File: src/rtl/dbs_pkg.sv
`timescale 1ns/1ps
package dbs_pkg;
  typedef enum logic [1:0] {
    ST_IDLE = 2'd0,
    ST_ACC  = 2'd1,
    ST_DONE = 2'd2
  } dbs_state_e;

  typedef struct packed {
    logic        we;
    logic        word;
    logic        port8;
    logic [15:0] wdata;
  } dbs_req_t;
endpackage

File: src/rtl/dbs_wait_cnt.sv
`timescale 1ns/1ps
module dbs_wait_cnt #(
  parameter int WW = 4
) (
  input  logic          clk_i,
  input  logic          rst_ni,
  input  logic          load_i,
  input  logic [WW-1:0] load_val_i,
  input  logic          en_i,
  output logic          last_o
);
  logic [WW-1:0] cnt_q;

  always_ff @(posedge clk_i or negedge rst_ni) begin
    if (!rst_ni)                   cnt_q <= '0;
    else if (load_i)               cnt_q <= load_val_i;
    else if (en_i && cnt_q != '0)  cnt_q <= cnt_q - 1'b1;
  end

  assign last_o = (cnt_q == '0);
endmodule

File: src/rtl/dbs_wr_steer.sv
`timescale 1ns/1ps
module dbs_wr_steer (
  input  logic        drive_i,
  input  logic        port8_i,
  input  logic        word_i,
  input  logic        a0_i,
  input  logic [15:0] wdata_i,
  output logic [15:0] dout_o
);
  logic [7:0] byte_sel;

  // in a split transfer a0 tracks the half, so one select covers both cases
  assign byte_sel = a0_i ? wdata_i[7:0] : wdata_i[15:8];

  always_comb begin
    dout_o = '0;
    if (drive_i) begin
      if (port8_i)     dout_o = {byte_sel, 8'h00};
      else if (word_i) dout_o = wdata_i;
      else if (a0_i)   dout_o = {8'h00, wdata_i[7:0]};
      else             dout_o = {wdata_i[15:8], 8'h00};
    end
  end
endmodule

File: src/rtl/dbs_rd_gather.sv
`timescale 1ns/1ps
module dbs_rd_gather (
  input  logic        clk_i,
  input  logic        rst_ni,
  input  logic        clr_i,
  input  logic        int_cap_i,
  input  logic [15:0] int_data_i,
  input  logic        cap_i,
  input  logic        port8_i,
  input  logic        word_i,
  input  logic        a0_i,
  input  logic [15:0] din_i,
  output logic [15:0] rdata_o
);
  logic [15:0] rd_q;

  always_ff @(posedge clk_i or negedge rst_ni) begin
    if (!rst_ni) begin
      rd_q <= '0;
    end else if (int_cap_i) begin
      rd_q <= int_data_i;
    end else if (clr_i) begin
      rd_q <= '0;
    end else if (cap_i) begin
      if (port8_i) begin
        if (a0_i) rd_q[7:0]  <= din_i[15:8];
        else      rd_q[15:8] <= din_i[15:8];
      end else if (word_i) begin
        rd_q <= din_i;
      end else if (a0_i) begin
        rd_q[7:0] <= din_i[7:0];
      end else begin
        rd_q[15:8] <= din_i[15:8];
      end
    end
  end

  assign rdata_o = rd_q;
endmodule

File: src/rtl/dbs_seq.sv
`timescale 1ns/1ps
module dbs_seq
  import dbs_pkg::*;
#(
  parameter int AW = 24,
  parameter int WW = 4
) (
  input  logic          clk_i,
  input  logic          rst_ni,
  input  logic          req_i,
  input  logic          we_i,
  input  logic          word_i,
  input  logic [AW-1:0] addr_i,
  input  logic [15:0]   wdata_i,
  input  logic          port8_i,
  input  logic [WW-1:0] wait_i,
  input  logic          int_hit_i,
  input  logic [15:0]   int_rdata_i,
  output logic          ack_o,
  output logic [15:0]   rdata_o,
  output logic          as_o,
  output logic          uds_o,
  output logic          lds_o,
  output logic          we_o,
  output logic [AW-1:0] ext_addr_o,
  output logic [15:0]   ext_dout_o,
  input  logic [15:0]   ext_din_i
);
  localparam int UPPER_W = AW - 1;

  dbs_state_e      st_q;
  dbs_req_t        rq_q;
  logic [AW-1:0]   addr_q;
  logic [WW-1:0]   wait_q;
  logic            half_q;

  logic idle, in_acc, accept, split, last, a0, next_half;

  assign idle      = (st_q == ST_IDLE);
  assign in_acc    = (st_q == ST_ACC);
  assign accept    = idle && req_i;
  assign split     = rq_q.port8 && rq_q.word;
  assign next_half = in_acc && last && split && !half_q;

  always_ff @(posedge clk_i or negedge rst_ni) begin
    if (!rst_ni) begin
      st_q   <= ST_IDLE;
      rq_q   <= '0;
      addr_q <= '0;
      wait_q <= '0;
      half_q <= 1'b0;
    end else begin
      unique case (st_q)
        ST_IDLE: if (accept) begin
          rq_q   <= '{we: we_i, word: word_i, port8: port8_i, wdata: wdata_i};
          addr_q <= addr_i;
          wait_q <= wait_i;
          half_q <= 1'b0;
          st_q   <= int_hit_i ? ST_DONE : ST_ACC;
        end
        ST_ACC: if (last) begin
          if (split && !half_q) half_q <= 1'b1;
          else                  st_q   <= ST_DONE;
        end
        ST_DONE: st_q <= ST_IDLE;
        default: st_q <= ST_IDLE;
      endcase
    end
  end

  dbs_wait_cnt #(.WW(WW)) u_wait (
    .clk_i      (clk_i),
    .rst_ni     (rst_ni),
    .load_i     (accept || next_half),
    .load_val_i (accept ? wait_i : wait_q),
    .en_i       (in_acc),
    .last_o     (last)
  );

  // generated A0: half index when split, 0 for word, request bit for byte
  assign a0 = split ? half_q : (rq_q.word ? 1'b0 : addr_q[0]);

  dbs_wr_steer u_wr (
    .drive_i (in_acc && rq_q.we),
    .port8_i (rq_q.port8),
    .word_i  (rq_q.word),
    .a0_i    (a0),
    .wdata_i (rq_q.wdata),
    .dout_o  (ext_dout_o)
  );

  dbs_rd_gather u_rd (
    .clk_i      (clk_i),
    .rst_ni     (rst_ni),
    .clr_i      (accept),
    .int_cap_i  (accept && int_hit_i && !we_i),
    .int_data_i (int_rdata_i),
    .cap_i      (in_acc && last && !rq_q.we),
    .port8_i    (rq_q.port8),
    .word_i     (rq_q.word),
    .a0_i       (a0),
    .din_i      (ext_din_i),
    .rdata_o    (rdata_o)
  );

  logic [UPPER_W-1:0] upper_addr;
  assign upper_addr = addr_q[AW-1:1];

  assign ack_o      = (st_q == ST_DONE);
  assign as_o       = in_acc;
  assign uds_o      = in_acc && (rq_q.port8 || rq_q.word || !a0);
  assign lds_o      = in_acc && !rq_q.port8 && (rq_q.word || a0);
  assign we_o       = in_acc && rq_q.we;
  assign ext_addr_o = {upper_addr, a0};
endmodule

File: config.mk
export PLATFORM = sky130hd
export DESIGN_NAME = dbs_seq
export DESIGN_NICKNAME = d
export VERILOG_FILES = /design/src/rtl/dbs_pkg.sv /design/src/rtl/dbs_wait_cnt.sv /design/src/rtl/dbs_wr_steer.sv /design/src/rtl/dbs_rd_gather.sv /design/src/rtl/dbs_seq.sv
export SDC_FILE = /design/constraint.sdc
export NUM_CORES = 1
export LEC_CHECK = 0
export ABC_AREA = 1
export BUFFER_PORTS_ARGS = -buffer_cell sky130_fd_sc_hd__buf_2
export CAP_MARGIN = 20
export CORE_AREA = 2 2 89 125
export CTS_CLUSTER_DIAMETER = 50
export DETAILED_ROUTE_END_ITERATION = 7
export DIE_AREA = 0 0 91 127
export GPL_TIMING_DRIVEN = 0
export HOLD_SLACK_MARGIN = 0.03
export PLACE_DENSITY = 0.69
export SLEW_MARGIN = 10
export SYNTH_ARGS = -nofsm -noshare
export SYNTH_HDL_FRONTEND = slang
export SYNTH_SLANG_ARGS = --single-unit
File: constraint.sdc
create_clock -name clk_i -period 2.3 [get_ports clk_i]
set_input_delay 0.345 -clock clk_i [delete_from_list [all_inputs] [get_ports clk_i]]
set_output_delay 0.345 -clock clk_i [all_outputs]
set_load 0.01 [all_outputs]
==> metrics.csv <==
metric;value;unit
status;finished, final reports clean;
worst_ep_arrival_time;1.82;ns
crit_type;reg -> out;
relSlewSlack;72.3;%
place_area;4480;µm²
cts_htree_levels;3;
syn-instance-count;464;
preCtsSetupSlack;0.404;ns
grt_max_degree;48;
timing.final.hold_violations;0;
synth_sequential_area_ratio;49.2;%
multi_input_comb_area;1440;µm²
groute.layer.met1.usage;20.7;%
yosys.area.top_type_share;49.2;%
groute.layer.met3.usage;4.89;%
worstHoldEndpoint;addr_q[19];
cts.sinks;70;
drc;0;
seq_area;1750;µm²
start_kind;flip-flop;
grt.met2_usage;29.8;%
initial_core_utilization;34.4;%
fmax;463;MHz
finalSetupViolations;0;
final.setup_skew;0.00515;ns
routed-via-count;3446;
core_area;10300;µm²
power.leakage;0.00283;µW
route.antenna.remaining_nets;0;
post-route-cell-area;4860;µm²
worstSkewPairLatency;0.33;ns
floorplan.die.height;127;µm
hold_depth;3;
fin_hold_ws;0.201;ns
path_max_fanout;10;
cts.root.buffer_cell;clkbuf_16;
insertedDiodeCount;0;
numCtsBuffers;9;
clk_path_buf_depth;2;
power.density_cell_area;1390;nW/µm²
area_growth;36.5;%
tightestPinTransition;0.415;ns
fin_total_pwr;6770;µW
synth.largest_area_cell;dfrtp_1;
finalWeightedCongestion;0.784;
final_cell_mix;nand2_1 (228), buf_2 (151), dfrtp_1 (69);
critical_path.endpoint_type;output pin;
post_route_setup_slack;0.138;ns
global_route.peak_usage_layer;met2;
grt_pass1_vias;3289;
postSynthRegisterBits;70;
io_buffer_count;143;
timing.setup.tns;0;ns
setup_repair_after_global_routing_missed_its_margin;no;
row_count;44;
antenna_found_initial;0;
worst-endpoint-required;1.96;ns
post_synth_net_total;548;
wirelength;9750;µm
finalCritPeriodShare;94.0;%
track_usage;17.2;%
final_layout_size_suffix_gt1_share;36.1;%
timing.max_cap.violations;0;
min_path_type;in -> reg;
finish.net_count;705;
dieArea;11600;µm²
postSynthAreaPerCell;7.68;µm²
hp-start;addr_i[19];
grt_first_pass_wirelength;15800;µm
post_drt_wl_per_cell;12.8;µm
rr_worst_depth;9;
num_io_pins;144;
clock_tree_from_tritoncts;yes;
viasPerCell;4.51;
grt_overflow;0;
synth_area;3560;µm²
irDropWorstVdd;0.625;mV
clk_transition_reported_paths;0.06;ns
detailed_place_hpwl;7360;µm
layout.filler_cells;1073;
timing.reg2reg.setup_slack;0.57;ns
yosysWarningCount;0;
r2r_start;u_wait.cnt_q[0];
min_period;2.16;ns
drt_first_iter_violations;146;
firstDrtPassIters;4;
yosysUniqueCellTypes;26;
layout_commonest_cell;nand2_1;
final_max_slew_viol_count;0;
crit-reg2reg-capture;u_rd.rdata_o[8];
synth_top_cells_by_area;dfrtp_1 (49%), nand2_1 (24%), buf_4 (5.7%), o21ai_0 (2.8%), inv_1 (2.7%);
die_width;91;µm
-- state kept, by name, summed over array words and instances (netlist names) --
register and cells:
wait_q 4, half_q 1, rq_q 19, addr_q 24, st_q 2, u_wait.cnt_q 4
u_rd.rdata_o 16
-- cell usage after synthesis (all sizes together) --
master	number
buf	38
nor3	3
a21oi	9
dfrtp	70
o211ai	8
nor2	23
inv	28
nand2	235
clkbuf	2
nand3	14
o21ai	20
or2	9
xor2	3
ha	1
and2	1
-- kinds of logic after synthesis --
kind of cell / Yosys count / synth area share, %
buf+inv: 68 / 10.6
fa+ha+maj: 1 / 0.351
flops: 70 / 49.2
xor+xnor: 3 / 0.738
simple gates: 285 / 33.0
compound gates: 37 / 6.18
-- worst max path at each step --
stage / start / end / slack, ns
CTS: rq_q[16] / ext_dout_o[8] / 0.04
global placement: rq_q[16] / ext_dout_o[8] / 0.41
finish: rq_q[16] / ext_dout_o[3] / 0.14
global route: st_q[1] / ext_dout_o[10] / 0.007
detailed placement: rq_q[16] / ext_dout_o[8] / 0.40
floorplan: st_q[1] / ext_dout_o[10] / 0.61
-- critical path: stages (launching register included) --
cell and delay (ns):
dfrtp_1 0.39, clkbuf_1 0.23, nor3_1 0.33, nand2_2 0.21
nor2_1 0.17, buf_2 0.15
-- report_power, final --
part	switching [µW]	total (µW)	leakage, µW	internal [µW]
clock	536	1630	0.000174	1100
combinational	1770	3020	0.00178	1250
sequential	301	2120	0.000872	1820
-- through the flow --
step,utilization [%],cells
after floorplan,-,464
after global placement,43.0,745
after detailed placement,43.3,746
after CTS,46.8,763
after global routing,47.0,764
final,47.0,764
-- area by class of cell --
| type | count | area share, % |
|---|---|---|
| plain buffers | 40 | 5.66 |
| multi-input cells | 326 | 29.6 |
| clock inverters | 6 | 2.39 |
| inverters | 28 | 2.16 |
| flip-flops and latches | 70 | 36.0 |
| clock buffers | 10 | 4.91 |
| well taps | 138 | 3.55 |
| repair buffers | 146 | 15.7 |
-- layer usage --
layer	wire, µm	vias up
li1	-	1721
met1	4010	1574
met2	4910	142
met3	705	9
met4	136	0
met5	0	-
-- timing repair --
action	4_1_cts	5_1_grt
gates resized for setup	0	7
endpoints found under the hold margin	23	0
hold buffers	1	0
setup endpoints to repair	0	15
buffers inserted	0	1
No activity file was read; power rests on OpenSTA's default activity.
